$ cat src/rtl/phz_pkg.sv
package phz_pkg;
  localparam int NB    = 5;           // back-end positions X1..W1
  localparam int POS_W = $clog2(NB);

  typedef enum logic [1:0] {
    KIND_ALU    = 2'd0,
    KIND_LOAD   = 2'd1,
    KIND_STORE  = 2'd2,
    KIND_BRANCH = 2'd3
  } kind_e;

  typedef logic [POS_W-1:0] pos_t;

  // Position whose pair-end output first carries the result.
  function automatic pos_t ready_pos(kind_e k);
    return (k == KIND_LOAD) ? pos_t'(3) : pos_t'(1);
  endfunction

  // Consumer needs the value at X1 input one cycle later.
  function automatic logic exec_stall(kind_e k, pos_t p);
    return p < ready_pos(k);
  endfunction

  // Store data is needed at M1 input, three cycles later.
  function automatic logic sdata_stall(kind_e k, pos_t p);
    return ({1'b0, p} + 4'd2) < {1'b0, ready_pos(k)};
  endfunction

  // Select code for X1: producer one stage further on.
  function automatic logic [2:0] exec_sel(kind_e k, pos_t p);
    return (p >= ready_pos(k)) ? 3'(p) : 3'd0;
  endfunction
endpackage

$ cat src/rtl/phz_scan.sv
module phz_scan
  import phz_pkg::*;
#(
  parameter int N    = 5,
  parameter int RW   = 5,
  parameter int PW   = 3
) (
  input  logic [N-1:0]    valid,
  input  logic [N-1:0]    we,
  input  logic [2*N-1:0]  kind,
  input  logic [N*RW-1:0] dst,
  input  logic [RW-1:0]   src,
  output logic            hit,
  output logic [PW-1:0]   pos,
  output kind_e           hit_kind
);
  always_comb begin
    hit      = 1'b0;
    pos      = '0;
    hit_kind = KIND_ALU;
    // oldest first, so the youngest match is written last
    for (int i = N-1; i >= 0; i--) begin
      if (valid[i] && we[i] && (src != '0) && (dst[i*RW +: RW] == src)) begin
        hit      = 1'b1;
        pos      = PW'(i);
        hit_kind = kind_e'(kind[2*i +: 2]);
      end
    end
  end
endmodule

$ cat src/rtl/phz_issue.sv
module phz_issue
  import phz_pkg::*;
(
  input  logic       id2_valid,
  input  kind_e      id2_kind,
  input  logic       hit_a,
  input  pos_t       pos_a,
  input  kind_e      kind_a,
  input  logic       hit_b,
  input  pos_t       pos_b,
  input  kind_e      kind_b,
  output logic       stall,
  output logic [2:0] sel_a_nxt,
  output logic [2:0] sel_b_nxt
);
  logic is_store, is_branch, stall_a, stall_b;

  always_comb begin
    is_branch = (id2_kind == KIND_BRANCH);
    is_store  = (id2_kind == KIND_STORE);
    stall_a   = hit_a && (is_branch || exec_stall(kind_a, pos_a));
    if (is_branch)     stall_b = hit_b;
    else if (is_store) stall_b = hit_b && sdata_stall(kind_b, pos_b);
    else               stall_b = hit_b && exec_stall(kind_b, pos_b);
    stall     = id2_valid && (stall_a || stall_b);
    sel_a_nxt = (id2_valid && !stall && hit_a) ? exec_sel(kind_a, pos_a) : 3'd0;
    sel_b_nxt = (id2_valid && !stall && hit_b) ? exec_sel(kind_b, pos_b) : 3'd0;
  end
endmodule

$ cat src/rtl/phz_lane.sv
module phz_lane
  import phz_pkg::*;
#(
  parameter int PW = 2
) (
  input  logic          clk,
  input  logic          rst_n,
  input  logic          ex2_store,
  input  logic          hit,
  input  logic [PW-1:0] pos,
  output logic [1:0]    st_data_sel
);
  logic [1:0] nxt;
  assign nxt = (ex2_store && hit) ? (2'(pos) + 2'd1) : 2'd0;

  always_ff @(posedge clk or negedge rst_n) begin
    if (!rst_n) st_data_sel <= 2'd0;
    else        st_data_sel <= nxt;
  end

  // store-data select only follows a store seen in X2
  assert_lane_after_store_R8: assert property (@(posedge clk) disable iff (!rst_n)
    (st_data_sel != 2'd0) |-> $past(ex2_store));
endmodule

$ cat src/rtl/split_pipe_hazard_ctrl.sv
module split_pipe_hazard_ctrl
  import phz_pkg::*;
#(
  parameter int REG_W = 5,
  localparam int LANE_N = NB - 2,
  localparam int LANE_W = $clog2(LANE_N)
) (
  input  logic              clk,
  input  logic              rst_n,
  input  logic [NB-1:0]     be_valid,
  input  logic [NB-1:0]     be_we,
  input  logic [2*NB-1:0]   be_kind,
  input  logic [NB*REG_W-1:0] be_dst,
  input  logic              id2_valid,
  input  logic [1:0]        id2_kind,
  input  logic [REG_W-1:0]  id2_src1,
  input  logic [REG_W-1:0]  id2_src2,
  input  logic [REG_W-1:0]  ex2_src2,
  input  logic              id2_br_taken,
  output logic              stall,
  output logic              flush,
  output logic [2:0]        fwd_a_sel,
  output logic [2:0]        fwd_b_sel,
  output logic [1:0]        st_data_sel
);
  logic  hit_a, hit_b, hit_l;
  pos_t  pos_a, pos_b;
  kind_e kind_a, kind_b, kind_l;
  logic [LANE_W-1:0] pos_l;
  logic [2:0] sel_a_nxt, sel_b_nxt;
  logic ex2_store, id2_is_branch;

  phz_scan #(.N(NB), .RW(REG_W), .PW(POS_W)) u_scan_a (
    .valid(be_valid), .we(be_we), .kind(be_kind), .dst(be_dst), .src(id2_src1),
    .hit(hit_a), .pos(pos_a), .hit_kind(kind_a));

  phz_scan #(.N(NB), .RW(REG_W), .PW(POS_W)) u_scan_b (
    .valid(be_valid), .we(be_we), .kind(be_kind), .dst(be_dst), .src(id2_src2),
    .hit(hit_b), .pos(pos_b), .hit_kind(kind_b));

  // store lane looks at M1..W1 only (positions 2..4)
  phz_scan #(.N(LANE_N), .RW(REG_W), .PW(LANE_W)) u_scan_l (
    .valid(be_valid[NB-1:2]), .we(be_we[NB-1:2]), .kind(be_kind[2*NB-1:4]),
    .dst(be_dst[NB*REG_W-1:2*REG_W]), .src(ex2_src2),
    .hit(hit_l), .pos(pos_l), .hit_kind(kind_l));

  phz_issue u_issue (
    .id2_valid(id2_valid), .id2_kind(kind_e'(id2_kind)),
    .hit_a(hit_a), .pos_a(pos_a), .kind_a(kind_a),
    .hit_b(hit_b), .pos_b(pos_b), .kind_b(kind_b),
    .stall(stall), .sel_a_nxt(sel_a_nxt), .sel_b_nxt(sel_b_nxt));

  assign ex2_store = be_valid[1] && (kind_e'(be_kind[3:2]) == KIND_STORE);

  phz_lane #(.PW(LANE_W)) u_lane (
    .clk(clk), .rst_n(rst_n), .ex2_store(ex2_store),
    .hit(hit_l), .pos(pos_l), .st_data_sel(st_data_sel));

  assign id2_is_branch = (kind_e'(id2_kind) == KIND_BRANCH);
  assign flush = id2_valid && id2_is_branch && !stall && !id2_br_taken;

  always_ff @(posedge clk or negedge rst_n) begin
    if (!rst_n) begin
      fwd_a_sel <= 3'd0;
      fwd_b_sel <= 3'd0;
    end else begin
      fwd_a_sel <= sel_a_nxt;
      fwd_b_sel <= sel_b_nxt;
    end
  end

  // lane kind is not needed: a load cannot be the youngest M1 match for X2 store
  logic unused_lane_kind;
  assign unused_lane_kind = ^kind_l;

  assert_stall_needs_id2_R2: assert property (@(posedge clk) disable iff (!rst_n)
    stall |-> id2_valid);
  assert_bubble_sel_zero_R11: assert property (@(posedge clk) disable iff (!rst_n)
    stall |=> (fwd_a_sel == 3'd0 && fwd_b_sel == 3'd0));
  assert_sel_from_issue_R4: assert property (@(posedge clk) disable iff (!rst_n)
    (fwd_a_sel != 3'd0) |-> $past(id2_valid && !stall));
  assert_sel_range_R4: assert property (@(posedge clk) disable iff (!rst_n)
    (fwd_a_sel <= 3'd4) && (fwd_b_sel <= 3'd4));
  assert_flush_not_stalled_R10: assert property (@(posedge clk) disable iff (!rst_n)
    flush |-> (!stall && id2_valid && id2_is_branch));
endmodule

$ cat config.mk
export PLATFORM = sky130hd
export DESIGN_NAME = split_pipe_hazard_ctrl
export DESIGN_NICKNAME = d
export VERILOG_FILES = /design/src/rtl/phz_pkg.sv /design/src/rtl/phz_scan.sv /design/src/rtl/phz_issue.sv /design/src/rtl/phz_lane.sv /design/src/rtl/split_pipe_hazard_ctrl.sv
export SDC_FILE = /design/constraint.sdc
export NUM_CORES = 1
export LEC_CHECK = 0
export ABC_AREA = 1
export ABC_CLOCK_PERIOD_IN_PS = 3600
export BUFFER_PORTS_ARGS = -buffer_cell sky130_fd_sc_hd__buf_2
export CAP_MARGIN = 10
export CORE_ASPECT_RATIO = 0.7
export CORE_MARGIN = 2
export CORE_UTILIZATION = 35
export CTS_CLUSTER_DIAMETER = 120
export DETAILED_ROUTE_END_ITERATION = 12
export GPL_TIMING_DRIVEN = 1
export MAX_ROUTING_LAYER = met4
export SLEW_MARGIN = 20
export SYNTH_ARGS = -nofsm -noshare
export SYNTH_HDL_FRONTEND = slang
export SYNTH_SLANG_ARGS = --single-unit
$ cat constraint.sdc
create_clock -name clk -period 3.6 [get_ports clk]
set_input_delay 0.18 -clock clk [delete_from_list [all_inputs] [get_ports clk]]
set_output_delay 0.18 -clock clk [all_outputs]
set_load 0.005 [all_outputs]
==> impl_metrics.tcl, run 1 <==
set metrics [dict create \
    crit_slowest_cell "ha_1" \
    clkPwrFrac_pct 25.0 \
    cts_tree "done" \
    drive_gt1_share_pct 25.64 \
    worst_pin_slew_ps 486.9 \
    grt.overflow.total 0 \
    hold_viol 0 \
    root_buffer "clkbuf_8" \
    area_growth_pct 24.63 \
    io_pins 76 \
    path_common_cell "nor2_1" \
    dp.cells 501 \
    grt_pass1_vias 2276 \
    die_y_um 66.14 \
    dpl.hpwl_um 6137 \
    drt_pass1_iterations 4 \
    multi_input_area_um2 1479 \
    fin_crit_ps 2765 \
    fmax_mhz 361.7 \
    initial_core_util_pct 36.53 \
    ys.flop_type "dfrtp_1" \
    status "completed" \
    hold_path_class "input pin to register" \
    dr_total_vias 2485 \
    synth-seq-cells 8 \
    p_comb_share_pct 52.8 \
    avgRoutedWirePerCell_um 14.09 \
    die_w_um 92.77 \
    nFillCells 617 \
    layout.nets 504 \
    worstSetupEndpointType "output pin" \
    fin_cells 505 \
    dr.first_iter.drc_count 170 \
    syn_inst 360 \
    port_buffers 75 \
    async_flop_share_pct 100.0 \
    p_leak_nw 1.383 \
    clkTransAtPathRegs_ps 40 \
    max_cap_violations 0 \
    grt_use_total_pct 23.46 \
    vdd.ir_drop.worst_uv 76.11 \
    slew_headroom_pct 67.24 \
    crit_fanout 9 \
    ant_nets 0 \
    worstPathArrival_ps 2580 \
    finalWirelength_um 7114 \
    syn_nets 429 \
    cts_resized 0 \
    slew_viol_final 0 \
    seqPwrFrac_pct 22.2 \
    final_core_util_pct 45.53 \
    worst_setup_path_start_kind "input pin" \
    synth_edf_count 0 \
    netSwitchingFraction_pct 40.52 \
    p_sw_mw 0.1652 \
    place.gp.congestion 0.9540 \
    cts_buffers 3 \
    setup_viol 0 \
    synth-seq-area-share_pct 10.37 \
    synth.distinct_cells 39 \
    htreeDepth 1 \
    netlist_area_um2 1931 \
    die_area_um2 6136 \
    grt_max_degree 10 \
    ys.warnings.count 0 \
    via_per_inst 4.921 \
    p_per_area_nw_per_um2 169.5 \
    critical-path-max-stage-delay_ps 290 \
    whs_ps 266.7 \
    critPathKind "input pin to output pin" \
    route.detailed.drc 0 \
    rsz0062_at_grt "no" \
    min_period_over_period_pct 76.79 \
    avgSynthCellArea_um2 5.363 \
    seq_area_um2 200.2 \
    required_ps 3420 \
    antennaDiodeCount 0 \
    core_area_um2 5285 \
    grt_pass1_wl_um 10940 \
    num_rows 22 \
    antenna_found_initial 0 \
    fin_setup_tns_ps 0 \
    path_cells "buf_2 > inv_2 > nand2_1 > nand2_1 > nor2_1 > nand2_1 > nor2_1 > nor2_1 > nand4_1 > o2111ai_1 > a31oi_1 > ha_1 > inv_1 > nand3_2 > nand3_2 > nand2_2 > nand3_4 > nand3_2 > nor2_1 > buf_2" \
    internal_power_mw 0.2425 \
    clock_path_buffers 2 \
    clock_sinks 8 \
]
layer usage:
metal / routed length (µm) / global-route usage (%) / up-vias
met3: 615 / 4.789 / 2
met2: 2736 / 33.51 / 100
met1: 3752 / 35.28 / 1090
met4: 10 / 1.471 / 0
li1: - / - / 1293
met5: 0 / - / -
layout make-up:
cell class                 instances  share of cell area (%)
timing repair buffer              76                   16.02
clock buffer                       3                   1.716
tap                               72                   3.744
sequential                         8                   8.320
multi-input combinational        290                   61.47
inverter                          56                   8.736
power groups by stage:
stage | logic [mW] | registers [mW] | clock network, mW
floorplan | 0.124 | 0.0919 | 0
global placement | 0.213 | 0.0918 | 0
detailed placement | 0.211 | 0.0918 | 0
CTS | 0.213 | 0.0907 | 0.104
global route | 0.239 | 0.0905 | 0.113
finish | 0.215 | 0.0907 | 0.102
cell usage after synthesis, types with 2 or more instances:
cell type    n  area (µm²)
nand4_2      3       37.54
ha_1         3       37.54
nor2_1      53       198.9
buf_4        2       15.01
xor2_1      10       87.58
inv_1       49       183.9
nand2_1    119       446.7
o21ai_0      8       40.04
nor4_1       4       25.02
nor3_1       4       20.02
nand2_2      5       31.28
o2111ai_1    4       35.03
a31oi_1      2       12.51
inv_2        7       26.28
a21oi_1     11       55.05
nand3_2      7       70.07
o21ai_1      2       10.01
dfrtp_1      8       200.2
nand4_1      5       31.28
buf_2        3       15.01
o22ai_1      4       25.02
xnor2_1      7       61.31
nor2_2       5       31.28
nand3_1     20       100.1
layout by cell type (no fill, tap or decap), drive strengths merged, types with 2 or more instances in the layout:
cell type  count
nand2        125
buf           75
nor2          59
inv           56
nand3         28
a21oi         12
xor2          10
o21ai         10
dfrtp          8
nand4          8
xnor2          7
o22ai          4
o2111ai        4
nor3           4
nor4           4
ha             3
clkbuf         3
a31oi          2
or2            2
cells by family after synthesis:
group	count (synthesis)	synth area share, %
and+or+nand+nor	234	55.67
buffers and inverters	62	13.03
AOI/OAI and AO/OA	36	11.28
xor gates and xnor gates	17	7.712
DFF	8	10.37
adders and majority gates	3	1.944
sequential cells by signal, indices dropped and copies added, names as in the netlist:
| signal | cells |
|---|---|
| fwd_a_sel | 3 |
| fwd_b_sel | 3 |
| u_lane.st_data_sel | 2 |
per-stage QoR:
step | setup WS, ps | cell area (µm²) | total power [mW]
after global routing | 628.8 | 2406 | 0.4424
after global placement | 847.3 | 2355 | 0.3051
after CTS | 875.4 | 2406 | 0.4073
after floorplan | 1444 | 1931 | 0.2162
final | 835.5 | 2406 | 0.4077
after detailed placement | 888.8 | 2355 | 0.3027
critical path, delay by kind of cell:
kind                     cells  cell delay [ps]
AO/OA/AOI/OAI                2              330
AND/OR/NAND/NOR             13             1210
buffers and inverters        4              560
adder cells (fa/ha/maj)      1              290
path summary, 6_finish.rpt:
path	from	slack, ps	cells past startpoint	to
min in group asynchronous	rst_n	320	2	fwd_a_sel[2]$_DFF_PN0_
worst min-delay path	id2_valid	270	3	fwd_b_sel[2]$_DFF_PN0_
max in group asynchronous	rst_n	3110	2	fwd_b_sel[2]$_DFF_PN0_
worst max-delay path	id2_src2[3]	840	20	flush
timing repair:
action | 4_1_cts | 5_1_grt
hold buffers | 1 | 0
buffers inserted | 0 | 0
hold endpoints to repair | 8 | 0
No activity file was read; power rests on OpenSTA's default activity.
==> inputs of run 2 (changes only) <==
- ABC_CLOCK_PERIOD_IN_PS: 3600 -> 2690
- clock period: 3.6 -> 2.69 ns (I/O delays scaled with it)
==> run 2 against run 1 <==
Clock power rose by 33%. Largest power group unchanged. Cell count is 0.99% higher. Core utilization is 1.9 points higher. Wire length decreased by 1.5%. Critical endpoint is now stall. Critical path type unchanged. Sequential power increased by 33%.
==> impl_metrics.tcl, run 2 (synthesized netlist as in run 1, its figures left out) <==
set metrics [dict create \
    layout_common_cells "nand2_1, buf_2, nor2_1" \
    slew_headroom_pct 68.04 \
    drt_pass1_iterations 4 \
    grt.overflow.total 0 \
    cts_tree "done" \
    seqPwrFrac_pct 21.8 \
    io_pins 76 \
    preCtsSetupSlack_ps 42.25 \
    crit_slowest_cell "ha_1" \
    cts_buffers 3 \
    die_area_um2 6136 \
    finalWirelength_um 7008 \
    hold_viol 0 \
    final_core_util_pct 47.47 \
    area_growth_pct 29.94 \
    path_cells "buf_2 > inv_2 > nand3_2 > buf_4 > nand3_1 > nor2_1 > inv_1 > nor3_1 > a31oi_1 > ha_1 > nand3_1 > nand3_1 > nand2_2 > nand3_4 > a21boi_0 > buf_2" \
    dr.first_iter.drc_count 245 \
    antennaDiodeCount 0 \
    netSwitchingFraction_pct 40.08 \
    via_per_inst 4.902 \
    max_cap_violations 0 \
    final_area_um2 2509 \
    worstPathArrival_ps 2350 \
    grt_pass1_wl_um 11250 \
    layout.nets 509 \
    setup_ws_ps 207.2 \
    nFillCells 610 \
    route.detailed.drc 0 \
    layout_commonest_cell "nand2_1" \
    required_ps 2560 \
    min_period_over_period_pct 92.30 \
    p_sw_mw 0.2230 \
    antenna_found_initial 0 \
    slew_viol_final 0 \
    top_regs "fwd_a_sel (3), fwd_b_sel (3), u_lane.st_data_sel (2)" \
    p_leak_nw 1.414 \
    internal_power_mw 0.3333 \
    setup_viol 0 \
    dpl.hpwl_um 6036 \
    status "completed" \
    port_buffers 75 \
    htreeDepth 1 \
    clock_path_buffers 2 \
    avgRoutedWirePerCell_um 13.74 \
    hold_path_class "input pin to register" \
    worstSetupEndpointType "output pin" \
    clkTransAtPathRegs_ps 40 \
    core_area_um2 5285 \
    crit_fanout 7 \
    fin_crit_ps 2483 \
    vdd.ir_drop.worst_uv 87.16 \
    critical-path-max-stage-delay_ps 350 \
    dr_total_vias 2500 \
    root_buffer "clkbuf_8" \
    initial_core_util_pct 36.53 \
    place_area_um2 2370 \
    fmax_mhz 402.8 \
    p_comb_share_pct 53.8 \
    num_rows 22 \
    clkPwrFrac_pct 24.4 \
    p_total_mw 0.5563 \
    p_per_area_nw_per_um2 221.7 \
    drive_gt1_share_pct 29.22 \
    critPathKind "input pin to output pin" \
    clock_sinks 8 \
    grt_pass1_vias 2315 \
    grt_max_degree 10 \
    grt_use_total_pct 23.93 \
    die_w_um 92.77 \
    path_common_cell "nand3_1" \
    ant_nets 0 \
    worst_setup_path_start_kind "input pin" \
    place.gp.congestion 0.9585 \
    die_y_um 66.14 \
    worst_pin_slew_ps 475.0 \
]
## run 2: worst paths after layout
kind | from | end | depth (start not counted)
max | id2_src2[4] | stall | 16
min | id2_valid | fwd_b_sel[2]$_DFF_PN0_ | 3
max in group asynchronous | rst_n | fwd_b_sel[2]$_DFF_PN0_ | 2
min in group asynchronous | rst_n | u_lane.st_data_sel[1]$_DFF_PN0_ | 2
## run 2: timing repair
action | CTS | global route
setup endpoints to repair | 0 | 4
gates resized for setup | 0 | 28
hold endpoints to repair | 8 | 0
buffers inserted | 0 | 3
hold buffers | 1 | 0
## run 2: power by group through the flow
stage	Clock [mW]	Combinational [mW]	Sequential (mW)
3_5_place_dp	0	0.280	0.123
3_3_place_gp	0	0.282	0.123
2_1_floorplan	0	0.166	0.123
5_1_grt	0.152	0.334	0.121
6_report	0.136	0.299	0.121
4_1_cts	0.140	0.283	0.121
## run 2: final cells by class
type | instances | area, µm² | area share, %
clock buffers | 3 | 41.29 | 1.646
inverters | 56 | 215.2 | 8.579
multi-input cells | 290 | 1511 | 60.25
flip-flops and latches | 8 | 200.2 | 7.980
well taps | 72 | 90.09 | 3.591
repair buffers | 81 | 450.4 | 17.96
## run 2: layer usage
layer / GRT usage, % / part of all wire [%] / vias up / wire (µm)
met5: - / 0 / - / 0
met4: 2.206 / 0 / 0 / 0
met3: 3.421 / 8.0 / 0 / 564
met2: 35.78 / 39 / 103 / 2756
met1: 35.44 / 53 / 1098 / 3687
li1: - / - / 1299 / -
## run 2: stage by stage
| step | cells | hold slack [ps] | setup TNS (ps) |
|---|---|---|---|
| 2_1_floorplan | 360 | -161.1 | 0 |
| 3_3_place_gp | 503 | -20.73 | 0 |
| 6_report | 510 | 215.1 | 0 |
| 4_1_cts | 507 | 211.5 | 0 |
| 5_1_grt | 510 | 233.3 | -1.777 |
| 3_5_place_dp | 503 | -24.39 | 0 |
## run 2: worst max-delay path, delay by kind of cell
family / cells / cell delay [ps]
adders and majority gates: 1 / 350
AOI/OAI and AO/OA: 2 / 250
and+or+nand+nor: 8 / 900
buffers and inverters: 5 / 690
==> inputs of run 3 (changes only) <==
- CORE_MARGIN: 2 -> 8
- CORE_UTILIZATION: 35 -> 50
- HOLD_SLACK_MARGIN: default -> 0.03
- PLACE_DENSITY: default -> 0.82
==> run 3 against run 2 <==
Cell count down 4.3%. Fmax down 2.7%. First-iteration DRC count down 9.0%. Sequential cell count unchanged. Via count up 5.8%. Setup slack worse by 69 ps.
==> impl_metrics.tcl, run 3 (synthesized netlist as in run 1, its figures left out) <==
set metrics [dict create \
    via_per_inst 5.418 \
    place.gp.congestion 1.003 \
    hold_path_class "input pin to register" \
    grt_pass1_vias 2384 \
    crit_path_start "be_dst[13]" \
    core_area_um2 3804 \
    vdd.ir_drop.worst_uv 263.9 \
    fin_cells 488 \
    dpl.hpwl_um 6107 \
    num_rows 19 \
    status "completed" \
    area_growth_pct 27.09 \
    dp.cells 482 \
    required_ps 2560 \
    grt_use_total_pct 23.26 \
    drt_pass1_iterations 7 \
    worstPathArrival_ps 2420 \
    layout_commonest_cell "nand2_1" \
    finalWirelength_um 7152 \
    grt_pass1_wl_um 11430 \
    clkTransAtPathRegs_ps 40 \
    fmax_mhz 391.8 \
    hold_viol 0 \
    max_cap_violations 0 \
    slew_viol_final 0 \
    cts_buffers 3 \
    die_area_um2 6137 \
    fin_crit_ps 2552 \
    whs_ps 232.0 \
    layout.nets 507 \
    worst_pin_slew_ps 467.6 \
    port_buffers 75 \
    place_area_um2 2337 \
    layout_common_cells "nand2_1, buf_2, inv_1" \
    final_area_um2 2454 \
    slew_headroom_pct 68.54 \
    dr_total_vias 2644 \
    io_pins 76 \
    clock_path_buffers 2 \
    antenna_found_initial 0 \
    min_period_over_period_pct 94.88 \
    cts_tree "done" \
    grt_max_degree 10 \
    setup_viol 0 \
    avgRoutedWirePerCell_um 14.66 \
    p_per_area_nw_per_um2 223.2 \
    ant_nets 0 \
    min_from "id2_valid" \
    antennaDiodeCount 0 \
    drive_gt1_share_pct 28.44 \
    p_leak_nw 1.406 \
    initial_core_util_pct 50.76 \
    route.detailed.drc 0 \
    top_regs "fwd_a_sel (3), fwd_b_sel (3), u_lane.st_data_sel (2)" \
    dr.first_iter.drc_count 223 \
    die_w_um 90.27 \
    grt.overflow.total 0 \
    worstSetupEndpointType "output pin" \
    die_y_um 67.99 \
    crit_fanout 5 \
    critPathKind "input pin to output pin" \
    htreeDepth 1 \
    nFillCells 395 \
    clock_sinks 8 \
    worst_setup_path_start_kind "input pin" \
    root_buffer "clkbuf_8" \
]
[run 3: path summary, 6_finish.rpt]
check / endpoint / slack [ps] / cells past startpoint
min in group asynchronous: u_lane.st_data_sel[1]$_DFF_PN0_ / 290 / 2
max in group asynchronous: fwd_b_sel[1]$_DFF_PN0_ / 2240 / 2
min: fwd_b_sel[2]$_DFF_PN0_ / 230 / 3
max: flush / 140 / 19
[run 3: power by group]
| group | switching (mW) | internal, mW | total (mW) |
|---|---|---|---|
| combinational | 0.180 | 0.113 | 0.293 |
| clock | 0.0371 | 0.0960 | 0.133 |
| sequential | 0.0000533 | 0.121 | 0.121 |
| total | 0.218 | 0.330 | 0.548 |
[run 3: area by class of cell]
class	instances	area [µm²]	area share, %
inverter	56	212.7	8.669
tap	52	65.06	2.652
sequential	8	200.2	8.159
multi-input combinational	290	1511	61.60
timing repair buffer	79	422.9	17.24
clock buffer	3	41.29	1.683
[run 3: per-stage QoR]
| step | total power, mW | worst slack [ps] | setup TNS [ps] | utilization, % |
|---|---|---|---|---|
| 5_1_grt | 0.5944 | -64.44 | -64.44 | 64.51 |
| 2_1_floorplan | 0.2894 | 624.6 | 0 | - |
| 6_report | 0.5476 | 137.7 | 0 | 64.51 |
| 4_1_cts | 0.5365 | 84.96 | 0 | 62.80 |
| 3_5_place_dp | 0.3997 | 86.84 | 0 | 61.45 |
| 3_3_place_gp | 0.3993 | 127.9 | 0 | 61.45 |
[run 3: timing repair]
action	4_1_cts	5_1_grt
hold buffers	1	0
buffers inserted	0	2
endpoints found under the hold margin	8	0
resized for setup	0	20
setup endpoints to repair	0	2
[run 3: worst max-delay path, cell delays in order]
cell and delay (ps):
buf_2 140, inv_1 200, o21ai_0 110, inv_1 60, nand3_1 70, nor2_1 140
nor2_1 80, nand4_1 90, o2111ai_2 110, a31oi_2 260, ha_1 280, inv_1 70
nand3_2 70, nand3_2 100, nand2_2 90, nand3_4 110, nand3_2 90, nor2_1 90
buf_2 110
[run 3: layer usage]
layer  vias to the layer above  wire length [µm]  GRT usage (%)
met5                         -                 0              -
met4                         0                92          4.124
met3                        12               800          5.696
met2                       161              2881          35.65
met1                      1171              3377          30.72
li1                       1300                 -              -
